$ cat src/rtl/ext_irq_pkg.sv
package ext_irq_pkg;

  localparam int TRIG_W = 3;

  typedef enum logic [TRIG_W-1:0] {
    TRG_OFF  = 3'd0,
    TRG_HIGH = 3'd1,
    TRG_LOW  = 3'd2,
    TRG_RISE = 3'd3,
    TRG_FALL = 3'd4,
    TRG_BOTH = 3'd5,
    TRG_RSV6 = 3'd6,
    TRG_RSV7 = 3'd7
  } trig_e;

  localparam logic [7:0] ADDR_TRIG_BASE = 8'h40;
  localparam logic [7:0] ADDR_PEND      = 8'h80;
  localparam logic [7:0] ADDR_MASK      = 8'hC0;
  localparam logic [7:0] ADDR_MASK_SET  = 8'hC4;
  localparam logic [7:0] ADDR_MASK_CLR  = 8'hC8;
  localparam int         GLOBAL_BIT     = 16;

  // Decide whether one channel sees an event this cycle.
  function automatic logic trig_hit(logic [TRIG_W-1:0] code, logic cur, logic prev);
    logic hit;
    case (trig_e'(code))
      TRG_HIGH: hit = cur;
      TRG_LOW:  hit = !cur;
      TRG_RISE: hit = cur && !prev;
      TRG_FALL: hit = !cur && prev;
      TRG_BOTH: hit = cur ^ prev;
      default:  hit = 1'b0;
    endcase
    return hit;
  endfunction

endpackage

$ cat src/rtl/eic_sync.sv
module eic_sync #(
  parameter int NCH    = 8,
  parameter int STAGES = 2
) (
  input  logic           clk,
  input  logic           rst_n,
  input  logic [NCH-1:0] async_in,
  output logic [NCH-1:0] sync_out
);
  logic [STAGES-1:0][NCH-1:0] chain_q;

  always_ff @(posedge clk or negedge rst_n) begin
    if (!rst_n) chain_q <= '0;
    else        chain_q <= {chain_q[STAGES-2:0], async_in};
  end

  assign sync_out = chain_q[STAGES-1];
endmodule

$ cat src/rtl/eic_detect.sv
module eic_detect
  import ext_irq_pkg::*;
#(
  parameter int NCH = 8
) (
  input  logic                        clk,
  input  logic                        rst_n,
  input  logic [NCH-1:0]              sync_in,
  input  logic [NCH-1:0][TRIG_W-1:0]  trig_code,
  output logic [NCH-1:0]              event_hit
);
  logic [NCH-1:0] prev_q;

  always_ff @(posedge clk or negedge rst_n) begin
    if (!rst_n) prev_q <= '0;
    else        prev_q <= sync_in;
  end

  for (genvar i = 0; i < NCH; i++) begin : g_ch
    assign event_hit[i] = trig_hit(trig_code[i], sync_in[i], prev_q[i]);
  end
endmodule

$ cat src/rtl/eic_pending.sv
module eic_pending #(
  parameter int NCH = 8
) (
  input  logic           clk,
  input  logic           rst_n,
  input  logic [NCH-1:0] event_hit,
  input  logic [NCH-1:0] sw_clear,
  output logic [NCH-1:0] pending
);
  // Events take precedence over a simultaneous software clear.
  always_ff @(posedge clk or negedge rst_n) begin
    if (!rst_n) pending <= '0;
    else        pending <= (pending & ~sw_clear) | event_hit;
  end
endmodule

$ cat src/rtl/eic_regs.sv
module eic_regs
  import ext_irq_pkg::*;
#(
  parameter int NCH = 8,
  parameter int AW  = 8,
  parameter int DW  = 32
) (
  input  logic                        clk,
  input  logic                        rst_n,
  input  logic                        reg_wr,
  input  logic [AW-1:0]               reg_addr,
  input  logic [DW-1:0]               reg_wdata,
  output logic [DW-1:0]               reg_rdata,
  input  logic [NCH-1:0]              pending,
  output logic [NCH-1:0][TRIG_W-1:0]  trig_code,
  output logic [NCH-1:0]              chan_en,
  output logic                        glob_en,
  output logic [NCH-1:0]              pend_clr
);
  localparam logic [AW-1:0] A_PEND = AW'(ADDR_PEND);
  localparam logic [AW-1:0] A_MASK = AW'(ADDR_MASK);
  localparam logic [AW-1:0] A_MSET = AW'(ADDR_MASK_SET);
  localparam logic [AW-1:0] A_MCLR = AW'(ADDR_MASK_CLR);

  // trigger-code registers, one per channel
  for (genvar i = 0; i < NCH; i++) begin : g_trig
    localparam logic [AW-1:0] A_TRIG = AW'(ADDR_TRIG_BASE + 4 * i);
    always_ff @(posedge clk or negedge rst_n) begin
      if (!rst_n)                          trig_code[i] <= '0;
      else if (reg_wr && reg_addr == A_TRIG) trig_code[i] <= reg_wdata[TRIG_W-1:0];
    end
  end

  // mask register with whole, set-only and clear-only write paths
  always_ff @(posedge clk or negedge rst_n) begin
    if (!rst_n) begin
      chan_en <= '0;
      glob_en <= 1'b0;
    end else if (reg_wr) begin
      case (reg_addr)
        A_MASK: begin
          chan_en <= reg_wdata[NCH-1:0];
          glob_en <= reg_wdata[GLOBAL_BIT];
        end
        A_MSET: begin
          chan_en <= chan_en | reg_wdata[NCH-1:0];
          glob_en <= glob_en | reg_wdata[GLOBAL_BIT];
        end
        A_MCLR: begin
          chan_en <= chan_en & ~reg_wdata[NCH-1:0];
          glob_en <= glob_en & ~reg_wdata[GLOBAL_BIT];
        end
        default: ;
      endcase
    end
  end

  assign pend_clr = (reg_wr && reg_addr == A_PEND) ? reg_wdata[NCH-1:0] : '0;

  always_comb begin
    reg_rdata = '0;
    if (reg_addr == A_PEND) reg_rdata[NCH-1:0] = pending;
    if (reg_addr == A_MASK || reg_addr == A_MSET || reg_addr == A_MCLR) begin
      reg_rdata[NCH-1:0]      = chan_en;
      reg_rdata[GLOBAL_BIT]   = glob_en;
    end
    for (int i = 0; i < NCH; i++) begin
      if (reg_addr == AW'(ADDR_TRIG_BASE + 4 * i)) reg_rdata[TRIG_W-1:0] = trig_code[i];
    end
  end
endmodule

$ cat src/rtl/ext_irq_ctrl.sv
module ext_irq_ctrl
  import ext_irq_pkg::*;
#(
  parameter int NCH = 8,
  parameter int AW  = 8,
  parameter int DW  = 32
) (
  input  logic           clk,
  input  logic           rst_n,
  input  logic [NCH-1:0] ext_irq,
  input  logic           reg_wr,
  input  logic [AW-1:0]  reg_addr,
  input  logic [DW-1:0]  reg_wdata,
  output logic [DW-1:0]  reg_rdata,
  output logic           cpu_irq
);
  // named internal events, visible to the bound checker
  logic [NCH-1:0]             sync_lvl;
  logic [NCH-1:0]             evt;
  logic [NCH-1:0]             pend_q;
  logic [NCH-1:0]             pend_clr;
  logic [NCH-1:0]             chan_en;
  logic                       glob_en;
  logic [NCH-1:0][TRIG_W-1:0] trig_code;
  logic                       irq_nxt;

  eic_sync #(.NCH(NCH), .STAGES(2)) u_sync (
    .clk(clk), .rst_n(rst_n), .async_in(ext_irq), .sync_out(sync_lvl)
  );

  eic_detect #(.NCH(NCH)) u_detect (
    .clk(clk), .rst_n(rst_n), .sync_in(sync_lvl), .trig_code(trig_code), .event_hit(evt)
  );

  eic_pending #(.NCH(NCH)) u_pending (
    .clk(clk), .rst_n(rst_n), .event_hit(evt), .sw_clear(pend_clr), .pending(pend_q)
  );

  eic_regs #(.NCH(NCH), .AW(AW), .DW(DW)) u_regs (
    .clk(clk), .rst_n(rst_n), .reg_wr(reg_wr), .reg_addr(reg_addr),
    .reg_wdata(reg_wdata), .reg_rdata(reg_rdata), .pending(pend_q),
    .trig_code(trig_code), .chan_en(chan_en), .glob_en(glob_en), .pend_clr(pend_clr)
  );

  assign irq_nxt = glob_en && |(pend_q & chan_en);

  always_ff @(posedge clk or negedge rst_n) begin
    if (!rst_n) cpu_irq <= 1'b0;
    else        cpu_irq <= irq_nxt;
  end
endmodule

$ cat config.mk
export PLATFORM = sky130hd
export DESIGN_NAME = ext_irq_ctrl
export DESIGN_NICKNAME = d
export VERILOG_FILES = /design/src/rtl/ext_irq_pkg.sv /design/src/rtl/eic_sync.sv /design/src/rtl/eic_detect.sv /design/src/rtl/eic_pending.sv /design/src/rtl/eic_regs.sv /design/src/rtl/ext_irq_ctrl.sv
export SDC_FILE = /design/constraint.sdc
export NUM_CORES = 1
export LEC_CHECK = 0
export ABC_CLOCK_PERIOD_IN_PS = 4100
export BUFFER_PORTS_ARGS = -buffer_cell sky130_fd_sc_hd__buf_2
export CORE_UTILIZATION = 48
export DETAILED_ROUTE_END_ITERATION = 10
export PLACE_DENSITY = 0.73
export SYNTH_ARGS = -nofsm -noshare
export SYNTH_HDL_FRONTEND = slang
export SYNTH_SLANG_ARGS = --single-unit
$ cat constraint.sdc
create_clock -name clk -period 4.1 [get_ports clk]
set_input_delay 0.41 -clock clk [delete_from_list [all_inputs] [get_ports clk]]
set_output_delay 0.41 -clock clk [all_outputs]
set_load 0.1 [all_outputs]
==> out/qor.yml <==
maxSlewHeadroom_pct: 40.9
num_antenna_cells: 0
critPathSlowestCell: "nor4b_1"
num_rows: 31
cp.required_ns: 3.69
core_mm2: 0.00721
die_w_um: 88.3
status: "complete, no violations"
power_mw: 1.57
grt.total_usage_pct: 21.7
cts_buffer_depth: 2
synth_seq_cells: 66
finalHoldViolCount: 0
nets: 448
cp_max_fo: 17
wl_um: 7640
max_stage_delay_ns: 0.76
insertion_delay_ns: 0.34
leakage_nw: 1.92
gp_congestion: 0.886
netlist_instances: 348
dp_hpwl_um: 5490
path_class: "primary input to output port"
synth_area_per_cell_um2: 10.3
io_pins: 84
worst_hold_slack_ns: 0.107
postCtsSetupRepairBufs: 0
cts_resized: 0
area_delta_synth_final_pct: 10.3
cts_inserted_buffers: 9
clock_sinks: 66
setup-tns-final_ns: 0
grt_pass1_wl_um: 12500
cts_hold_buf: 0
dieArea_mm2: 0.00780
cp.arrival_ns: 2.51
async_reset_ff_share_pct: 100
synth_edf_count: 0
htreeDepth: 3
ys_types: 42
overflow: 0
portBuffers: 37
dr.pass1.iters: 5
dpl.cell_count: 469
cts_tree: "yes"
end_kind: "output port"
cp_cell_sequence: "buf_2 -> nor4b_1 -> and3_1 -> a221oi_1 -> o21ai_0 -> buf_2"
clk_pin_slew_ns: 0.07
post-route-period-util_pct: 71.2
period_needed_ns: 2.92
synth.most_common_cell: "dfrtp_1"
yosysTopAreaCellShare_pct: 46.2
cts_root_buf: "clkbuf_8"
grt_max_degree: 36
ys.flop_type: "dfrtp_1"
synth_area_leaders: "dfrtp_1 (46%), mux2_2 (7.6%), ha_1 (5.6%)"
grt_pass1_vias: 2481
finalSetupViolCount: 0
clock_skew_ns: 0.00495
synth_common_cells: "dfrtp_1 (66), o21ai_0 (35), inv_1 (29), nand2_1 (29)"
tightest_slew_ns: 0.875
netlist_area_mm2: 0.00358
rsz0062_at_grt: "false"
drtIter0Drc: 171
initial_utilization_pct: 49.6
slew_violations: 0
drc_errors: 0
antenna_found_initial: 0
ir_worst_vdd_mv: 0.260
viasPerCell: 5.52
hold_path.class: "primary input to async pin"
crit_top_cell: "buf_2"
maxCapViolations: 0
fin_util_pct: 54.7
fin_cells: 485
drive_gt1_share_pct: 21.0
vias: 2676
nFillCells: 643
yosysSeqAreaShare_pct: 46.2
powerDensity_mw_per_mm2: 399
ys_warn_count: 0
wl_per_cell_um: 15.7
max_freq_ghz: 0.343
ant_nets: 0
die_h_um: 88.3
critPathLaunchType: "primary input"
yosysTopAreaCell: "dfrtp_1"
==> area by class of cell <==
cell class,count,area (um2),area share (%)
clock inverter,5,77.6,1.97
inverter,29,109,2.76
multi-input combinational,237,1650,41.8
timing repair buffer,38,193,4.88
tap,99,124,3.14
clock buffer,11,141,3.58
sequential,66,1650,41.9
==> critical path: cells and delay by family <==
family	cells	cell delay, ns
AND/OR/NAND/NOR	2	1.09
buffers and inverters	2	0.75
AO/OA/AOI/OAI	2	0.26
==> stage by stage <==
stage                     worst slack [ns]  instance area (um2)
after floorplan                      0.222                 3660
after global placement                1.27                 3730
after detailed placement              1.23                 3730
after CTS                             1.23                 3950
after global routing                  1.05                 3950
final                                 1.18                 3950
==> flip-flops by register name, indices dropped and copies added, names as in the netlist <==
register,flops
u_regs.chan_en,8
u_pending.pending,8
cpu_irq,1
u_sync.chain_q,8
u_detect.prev_q,8
u_sync.sync_out,8
u_regs.trig_code,24
u_regs.glob_en,1
==> kinds of logic after synthesis <==
group                      Yosys count  synth area share (%)
AOI/OAI and AO/OA                   84                  15.4
buffers and inverters               67                  10.0
other                                1                 0.105
and+or+nand+nor                     76                  11.3
xor gates and xnor gates             1                 0.245
DFF                                 66                  46.2
adders and majority gates           16                  5.59
muxes                               37                  11.2
==> metal layers <==
metal	vias to the layer above	part of all wire [%]	global-route usage, %
met5	-	0	0
met4	0	2.0	8.94
met3	21	5.6	4.38
met2	106	46	33.3
met1	1295	46	30.3
li1	1254	-	-
==> layout by cell type, fill, tap and decap left out, drive strengths merged, types with 2 or more instances in the layout <==
cell type	synthesis	routed
and2	2	2
conb	1	23
nor2b	9	9
and4	2	2
dfrtp	66	66
nand3	7	7
o2bb2ai	2	2
a211oi	2	2
mux2i	13	13
inv	29	29
ha	16	16
bufinv	0	2
o221ai	2	2
nor2	8	8
o21ai	35	35
a221oi	5	5
and3	6	6
nand2	29	29
clkinv	0	2
a22o	17	17
nand4	3	3
clkbuf	10	11
a31oi	5	5
buf	28	38
a22oi	5	5
mux2	24	24
a21oi	8	8
nor3	2	2
==> worst paths after layout <==
check                              startpoint                    to  slack [ns]  depth (start not counted)
min reg2reg                 u_sync.chain_q[0]    u_sync.sync_out[0]        0.35                          0
min                                     rst_n    u_detect.prev_q[1]        0.11                          1
max                               reg_addr[3]          reg_rdata[1]        1.18                          6
max reg2reg                u_sync.sync_out[1]  u_pending.pending[1]        2.72                          7
min in group clk                   ext_irq[5]     u_sync.chain_q[5]        0.17                          1
max in group asynchronous               rst_n  u_pending.pending[6]        3.09                          2
==> where the power goes <==
| group | internal (mW) | switching [mW] | total (mW) |
|---|---|---|---|
| Combinational | 0.0594 | 0.178 | 0.237 |
| Sequential | 0.692 | 0.0391 | 0.731 |
| Clock | 0.357 | 0.250 | 0.607 |
Power figures use the tool's default switching activity.
